**config.mk**
```make
export PLATFORM = sky130hd
export DESIGN_NAME = page_prog_buffer
export DESIGN_NICKNAME = d
export VERILOG_FILES = /design/src/rtl/ppb_pkg.sv /design/src/rtl/ppb_collector.sv /design/src/rtl/ppb_walker.sv /design/src/rtl/page_prog_buffer.sv
export SDC_FILE = /design/constraint.sdc
export NUM_CORES = 2
export LEC_CHECK = 0
export BUFFER_PORTS_ARGS = -buffer_cell sky130_fd_sc_hd__buf_4
export CAP_MARGIN = 20
export CORE_ASPECT_RATIO = 0.7
export CORE_UTILIZATION = 50
export CTS_CLUSTER_SIZE = 30
export DETAILED_ROUTE_END_ITERATION = 8
export PLACE_DENSITY = 0.76
export SETUP_SLACK_MARGIN = 0.1
export SYNTH_ARGS = -nofsm -noshare
export SYNTH_HDL_FRONTEND = slang
export SYNTH_SLANG_ARGS = --single-unit
```
**constraint.sdc**
```tcl
create_clock -name clk_i -period 3.5 [get_ports clk_i]
set_input_delay 0.175 -clock clk_i [delete_from_list [all_inputs] [get_ports clk_i]]
set_output_delay 0.175 -clock clk_i [all_outputs]
set_load 0.1 [all_outputs]
```
**src/rtl/ppb_pkg.sv**
```systemverilog
package ppb_pkg;
  typedef enum logic {
    WALK_IDLE = 1'b0,
    WALK_RUN  = 1'b1
  } walk_state_e;
endpackage

```
**src/rtl/ppb_collector.sv**
```systemverilog
module ppb_collector #(
  parameter int ADDR_W = 17,
  parameter int PAGE_W = 8,
  parameter int DATA_W = 8,
  parameter int BIT_W  = 3,
  localparam int PAGE  = 1 << PAGE_W,
  localparam int PG_W  = ADDR_W - PAGE_W
) (
  input  logic              clk_i,
  input  logic              rst_ni,
  input  logic              start_i,
  input  logic [ADDR_W-1:0] start_addr_i,
  input  logic              byte_valid_i,
  input  logic [DATA_W-1:0] byte_data_i,
  input  logic              desel_i,
  input  logic [BIT_W-1:0]  bit_cnt_i,
  input  logic              busy_i,
  input  logic              clear_i,
  input  logic [PAGE_W-1:0] rd_idx_i,
  output logic [PAGE-1:0]   mask_o,
  output logic [DATA_W-1:0] rd_data_o,
  output logic [PG_W-1:0]   page_o,
  output logic              commit_o
);
  logic              fill_q;
  logic [PAGE_W-1:0] ptr_q;
  logic [PG_W-1:0]   page_q;
  logic [PAGE-1:0]   mask_q;
  logic [DATA_W-1:0] buf_q [PAGE];
  logic              start_ok, close, byte_take;

  assign start_ok  = start_i && !busy_i;
  assign close     = fill_q && desel_i && !start_ok;
  assign byte_take = fill_q && byte_valid_i && !desel_i && !start_ok;
  // commit only on a clean byte boundary with at least one byte held
  assign commit_o  = close && (bit_cnt_i == '0) && (|mask_q);

  always_ff @(posedge clk_i or negedge rst_ni) begin
    if (!rst_ni) begin
      fill_q <= 1'b0;
      ptr_q  <= '0;
      page_q <= '0;
      mask_q <= '0;
    end else begin
      if (clear_i) mask_q <= '0;
      if (start_ok) begin
        fill_q <= 1'b1;
        ptr_q  <= start_addr_i[PAGE_W-1:0];
        page_q <= start_addr_i[ADDR_W-1:PAGE_W];
        mask_q <= '0;
      end else if (close) begin
        fill_q <= 1'b0;
        if (!commit_o) mask_q <= '0;
      end else if (byte_take) begin
        mask_q[ptr_q] <= 1'b1;
        ptr_q         <= ptr_q + 1'b1;
      end
    end
  end

  for (genvar g = 0; g < PAGE; g++) begin : g_byte
    always_ff @(posedge clk_i) begin
      if (byte_take && (ptr_q == PAGE_W'(g))) buf_q[g] <= byte_data_i;
    end
  end

  assign mask_o    = mask_q;
  assign rd_data_o = buf_q[rd_idx_i];
  assign page_o    = page_q;
endmodule

```
**src/rtl/ppb_walker.sv**
```systemverilog
module ppb_walker
  import ppb_pkg::*;
#(
  parameter int PAGE_W = 8,
  localparam int PAGE  = 1 << PAGE_W
) (
  input  logic              clk_i,
  input  logic              rst_ni,
  input  logic              go_i,
  input  logic [PAGE-1:0]   mask_i,
  input  logic              wr_ready_i,
  output logic [PAGE_W-1:0] idx_o,
  output logic              wr_valid_o,
  output logic              busy_o,
  output logic              done_o
);
  walk_state_e       state_q;
  logic [PAGE_W-1:0] idx_q;
  logic              run, adv;

  assign run        = (state_q == WALK_RUN);
  assign wr_valid_o = run && mask_i[idx_q];
  // skip empty offsets, otherwise advance on handshake
  assign adv        = run && (!mask_i[idx_q] || wr_ready_i);
  assign done_o     = adv && (idx_q == PAGE_W'(PAGE - 1));

  always_ff @(posedge clk_i or negedge rst_ni) begin
    if (!rst_ni) begin
      state_q <= WALK_IDLE;
      idx_q   <= '0;
    end else if (!run) begin
      if (go_i) begin
        state_q <= WALK_RUN;
        idx_q   <= '0;
      end
    end else if (adv) begin
      idx_q <= idx_q + 1'b1;
      if (done_o) state_q <= WALK_IDLE;
    end
  end

  assign idx_o  = idx_q;
  assign busy_o = run;
endmodule

```
**src/rtl/page_prog_buffer.sv**
```systemverilog
module page_prog_buffer #(
  parameter int ADDR_W = 17,
  parameter int PAGE_W = 8,
  parameter int DATA_W = 8,
  localparam int BIT_W = $clog2(DATA_W),
  localparam int PAGE  = 1 << PAGE_W,
  localparam int PG_W  = ADDR_W - PAGE_W
) (
  input  logic              clk_i,
  input  logic              rst_ni,
  input  logic              start_i,
  input  logic [ADDR_W-1:0] start_addr_i,
  input  logic              byte_valid_i,
  input  logic [DATA_W-1:0] byte_data_i,
  input  logic              desel_i,
  input  logic [BIT_W-1:0]  bit_cnt_i,
  input  logic              wr_ready_i,
  output logic              wr_valid_o,
  output logic [ADDR_W-1:0] wr_addr_o,
  output logic [DATA_W-1:0] wr_data_o,
  output logic              busy_o
);
  logic [PAGE-1:0]   mask;
  logic [PAGE_W-1:0] idx;
  logic [PG_W-1:0]   page;
  logic              commit, busy, done;

  ppb_collector #(
    .ADDR_W(ADDR_W), .PAGE_W(PAGE_W), .DATA_W(DATA_W), .BIT_W(BIT_W)
  ) u_collector (
    .clk_i        (clk_i),
    .rst_ni       (rst_ni),
    .start_i      (start_i),
    .start_addr_i (start_addr_i),
    .byte_valid_i (byte_valid_i),
    .byte_data_i  (byte_data_i),
    .desel_i      (desel_i),
    .bit_cnt_i    (bit_cnt_i),
    .busy_i       (busy),
    .clear_i      (done),
    .rd_idx_i     (idx),
    .mask_o       (mask),
    .rd_data_o    (wr_data_o),
    .page_o       (page),
    .commit_o     (commit)
  );

  ppb_walker #(.PAGE_W(PAGE_W)) u_walker (
    .clk_i      (clk_i),
    .rst_ni     (rst_ni),
    .go_i       (commit),
    .mask_i     (mask),
    .wr_ready_i (wr_ready_i),
    .idx_o      (idx),
    .wr_valid_o (wr_valid_o),
    .busy_o     (busy),
    .done_o     (done)
  );

  assign wr_addr_o = {page, idx};
  assign busy_o    = busy;
endmodule

```
==> flow_summary.toml <==
[run_status]
status = "complete, but fails checks"
failed_checks = "setup timing"

[clock_network]
cts.reportedPaths.clkPinSlew_ps = 70
clockRootBuffer = "sky130_fd_sc_hd__clkbuf_16"
cts.htree.levels = 4
clk_latency_ps = 850
clk_path_buf_depth = 3
clock-sinks = 2331
cts_made_buffers = 196
tritoncts = "built"

[logic_synthesis]
synthCells = 4526
synth.yosys.warnings = 0
syn_nets = 4565
synthesis.area_um2 = 92600
async_set_or_reset_flop_fraction_in_the_synthesized_netlist = 0.121
synth_edf_count = 2048
netlist.top_cell.by_area = "sky130_fd_sc_hd__edfxtp_1"
synth-seq-area-share = 0.740
synth_seq_cells = 2331
yosys-top-cells-area = "sky130_fd_sc_hd__edfxtp_1, sky130_fd_sc_hd__mux4_2, sky130_fd_sc_hd__dfrtp_1, sky130_fd_sc_hd__o2bb2ai_1, sky130_fd_sc_hd__mux2i_1"
synth_cell_types = 67
synth.top_cell.area_share = 0.664
synth_area_per_cell_um2 = 20.5
dominantRegCellSynth = "sky130_fd_sc_hd__edfxtp_1"

[placement]
gp_congestion = 0.985
placedCellCount = 7276
placement.io_buffers = 60
dp_hpwl_um = 164000

[floorplan]
io-pin-count = 61
design.core.area_um2 = 183000
floorplan.initialDensity = 0.506
die_w_um = 516
floorplan.die.height_um = 362
placement_rows = 131
die-area_um2 = 187000

[timing]
post-route-period-util = 1.31
max_clock_freq_mhz = 218
worst_pin_slew_ps = 1220
slew_violations = 0
hold_ws_ps = 43.5
finalSetupTns_ps = -86850
setup_viol = 338
finalHoldViolations = 0
rsz0062_at_grt = "true"
finalCriticalPeriod_ps = 4580
skew_ps = 62.2
final.setup.worst_slack_ps = -1080
timing.max_slew.rel_slack = 0.184

[finish]
post-route-util = 0.591
synthToLayoutAreaGrowth_pct = 16.8
post_route_cells_drive_above_1_share = 0.317
layout_common_cells = "sky130_fd_sc_hd__edfxtp_1, sky130_fd_sc_hd__mux4_2, sky130_fd_sc_hd__buf_4, sky130_fd_sc_hd__dfrtp_1, sky130_fd_sc_hd__nor2_1"
finish.cell_count_without_fillers = 7738
layout_commonest_cell = "sky130_fd_sc_hd__edfxtp_1"
fin_nets = 5133

[pwr]
powerDensity_nw_per_um2 = 723
ir_worst_vdd_v = 0.000656
p_leak_uw = 0.0358
totalPowerFinal_uw = 78200

[worst_setup_path]
worst-endpoint-required_ps = 3320
crit_slowest_cell = "sky130_fd_sc_hd__mux4_2"
setup.worst_path.start_class = "flip-flop"
timing.critical_path.fanout_max = 9
timing.critical_path.cells = "buf_12, buf_12, buf_12, mux4_2, mux4_2, mux4_2, mux4_2, buf_6"
cp.arrival_ps = 4410
cpLargestDelayFamily = "multiplexers"
crit_type = "reg2out"
worst-path-buf-inv = 4
critical-path-max-stage-delay_ps = 640
path_common_cell = "sky130_fd_sc_hd__mux4_2"
endpoint_kind = "output port"
reg2reg_slack_ps = -380

[grt]
grt_overflow_total = 0
all_layer_gr_usage = 0.284
grt_max_degree = 142
first_global_vias = 50900
grt_pass1_wl_um = 377000
antenna_found_initial = 18

[drt]
antenna_violating_nets_remaining = 0
detailedRoute.firstPassIterationCount = 8
first_iter_violations = 8647
dr_total_vias = 52100
detail_route.wl_per_cell_um = 34.2
drc = 0
post_drt_via_cell_ratio = 6.73
detail_route.wirelength_um = 264000

[job]
cap_violations = 0

[min_path]
hold_class = "in2reg"
power by group:
part | total, uW | leakage (uW) | internal (uW) | switching, uW
Sequential | 30500 | 0.0223 | 30300 | 160
Combinational | 24900 | 0.0102 | 11200 | 13700
Clock | 22900 | 0.00324 | 12600 | 10300
Total | 78200 | 0.0358 | 54000 | 24200
cells by family (layout without fill, tap and decap cells):
kind of cell / after synthesis / in the layout / synth area share
compound gates: 493 / 493 / 0.0419
buf+inv: 344 / 1085 / 0.0186
flops: 2331 / 2331 / 0.740
mux: 787 / 787 / 0.170
other cells: 0 / 11 / 0
xor+xnor: 7 / 7 / 0.000662
simple gates: 559 / 559 / 0.0277
fa+ha+maj: 5 / 5 / 0.000675
final cells by class:
type | count | area (um^2)
Multi-Input combinational cell | 1851 | 22700
Clock buffer | 232 | 5140
Fill cell | 12500 | 74800
Antenna cell | 11 | 27.5
Timing Repair Buffer | 703 | 7140
Clock inverter | 139 | 1510
Sequential cell | 2331 | 68600
Inverter | 11 | 48.8
Tap cell | 2460 | 3080
routing by layer:
metal / GRT usage / share of wire / wire, um / up-vias
met2: 0.402 / 0.44 / 115000 / 4316
met5: 0 / 0.00043 / 113 / -
met3: 0.0922 / 0.15 / 40300 / 546
met4: 0.0950 / 0.035 / 9390 / 12
li1: - / - / - / 20100
met1: 0.415 / 0.38 / 99400 / 27100
cell usage after synthesis, types with 27 or more instances:
master and number:
sky130_fd_sc_hd__a21oi_1 50, sky130_fd_sc_hd__buf_1 27, sky130_fd_sc_hd__buf_6 33, sky130_fd_sc_hd__mux4_2 629, sky130_fd_sc_hd__dfrtp_1 283, sky130_fd_sc_hd__o221ai_1 54
sky130_fd_sc_hd__nand3_1 31, sky130_fd_sc_hd__nor2_1 274, sky130_fd_sc_hd__mux2i_1 152, sky130_fd_sc_hd__clkbuf_1 183, sky130_fd_sc_hd__nand2_1 97, sky130_fd_sc_hd__o2bb2ai_1 249
sky130_fd_sc_hd__o22ai_1 43, sky130_fd_sc_hd__nor4_1 72, sky130_fd_sc_hd__edfxtp_1 2048, sky130_fd_sc_hd__o21ai_0 38, sky130_fd_sc_hd__buf_2 66
state kept, by name, indices dropped and copies added (netlist names):
register,cells
u_walker.busy_o,1
u_collector.ptr_q,8
u_collector.buf_q,2048
u_collector.fill_q,1
u_collector.page_o,9
u_collector.mask_o,256
u_walker.idx_o,8
worst register-to-register path, stage by stage, from the launching register on:
cell and delay, ps:
sky130_fd_sc_hd__dfrtp_4 640, sky130_fd_sc_hd__buf_12 250, sky130_fd_sc_hd__buf_12 210, sky130_fd_sc_hd__buf_4 210, sky130_fd_sc_hd__mux2_2 380, sky130_fd_sc_hd__a2bb2oi_1 140
sky130_fd_sc_hd__a41o_1 290, sky130_fd_sc_hd__nor4_2 330, sky130_fd_sc_hd__a22oi_1 170, sky130_fd_sc_hd__buf_4 180, sky130_fd_sc_hd__a32oi_4 230, sky130_fd_sc_hd__a21boi_4 110
sky130_fd_sc_hd__buf_12 150, sky130_fd_sc_hd__buf_12 150, sky130_fd_sc_hd__buf_12 160, sky130_fd_sc_hd__o2bb2ai_1 150
final timing paths:
path,from,to,cells past startpoint
worst min-delay path,byte_data_i[5],u_collector.buf_q[188][5],1
worst max-delay path,u_walker.idx_o[0],wr_data_o[7],8
worst min register to register,u_collector.mask_o[251],u_collector.mask_o[251],1
max in group asynchronous,rst_ni,u_walker.idx_o[3],3
worst max register to register,u_walker.idx_o[1],u_collector.mask_o[234],15
min in group asynchronous,rst_ni,u_collector.mask_o[78],3
repair_timing:
action / CTS / global route
pin swaps: 5 / 6
hold buffers: 33 / 0
setup endpoints to repair: 970 / 906
buffers inserted: 17 / 17
hold endpoints to repair: 360 / 0
cloned: 7 / 6
resized for setup: 60 / 39
through the flow:
step                cell area [um^2]  worst slack, ps
floorplan                      93200             -387
global placement              100000             -303
detailed placement            100000             -299
CTS                           108000            -1070
global route                  108000            -1080
finish                        108000            -1080
Power figures use the tool's default switching activity.
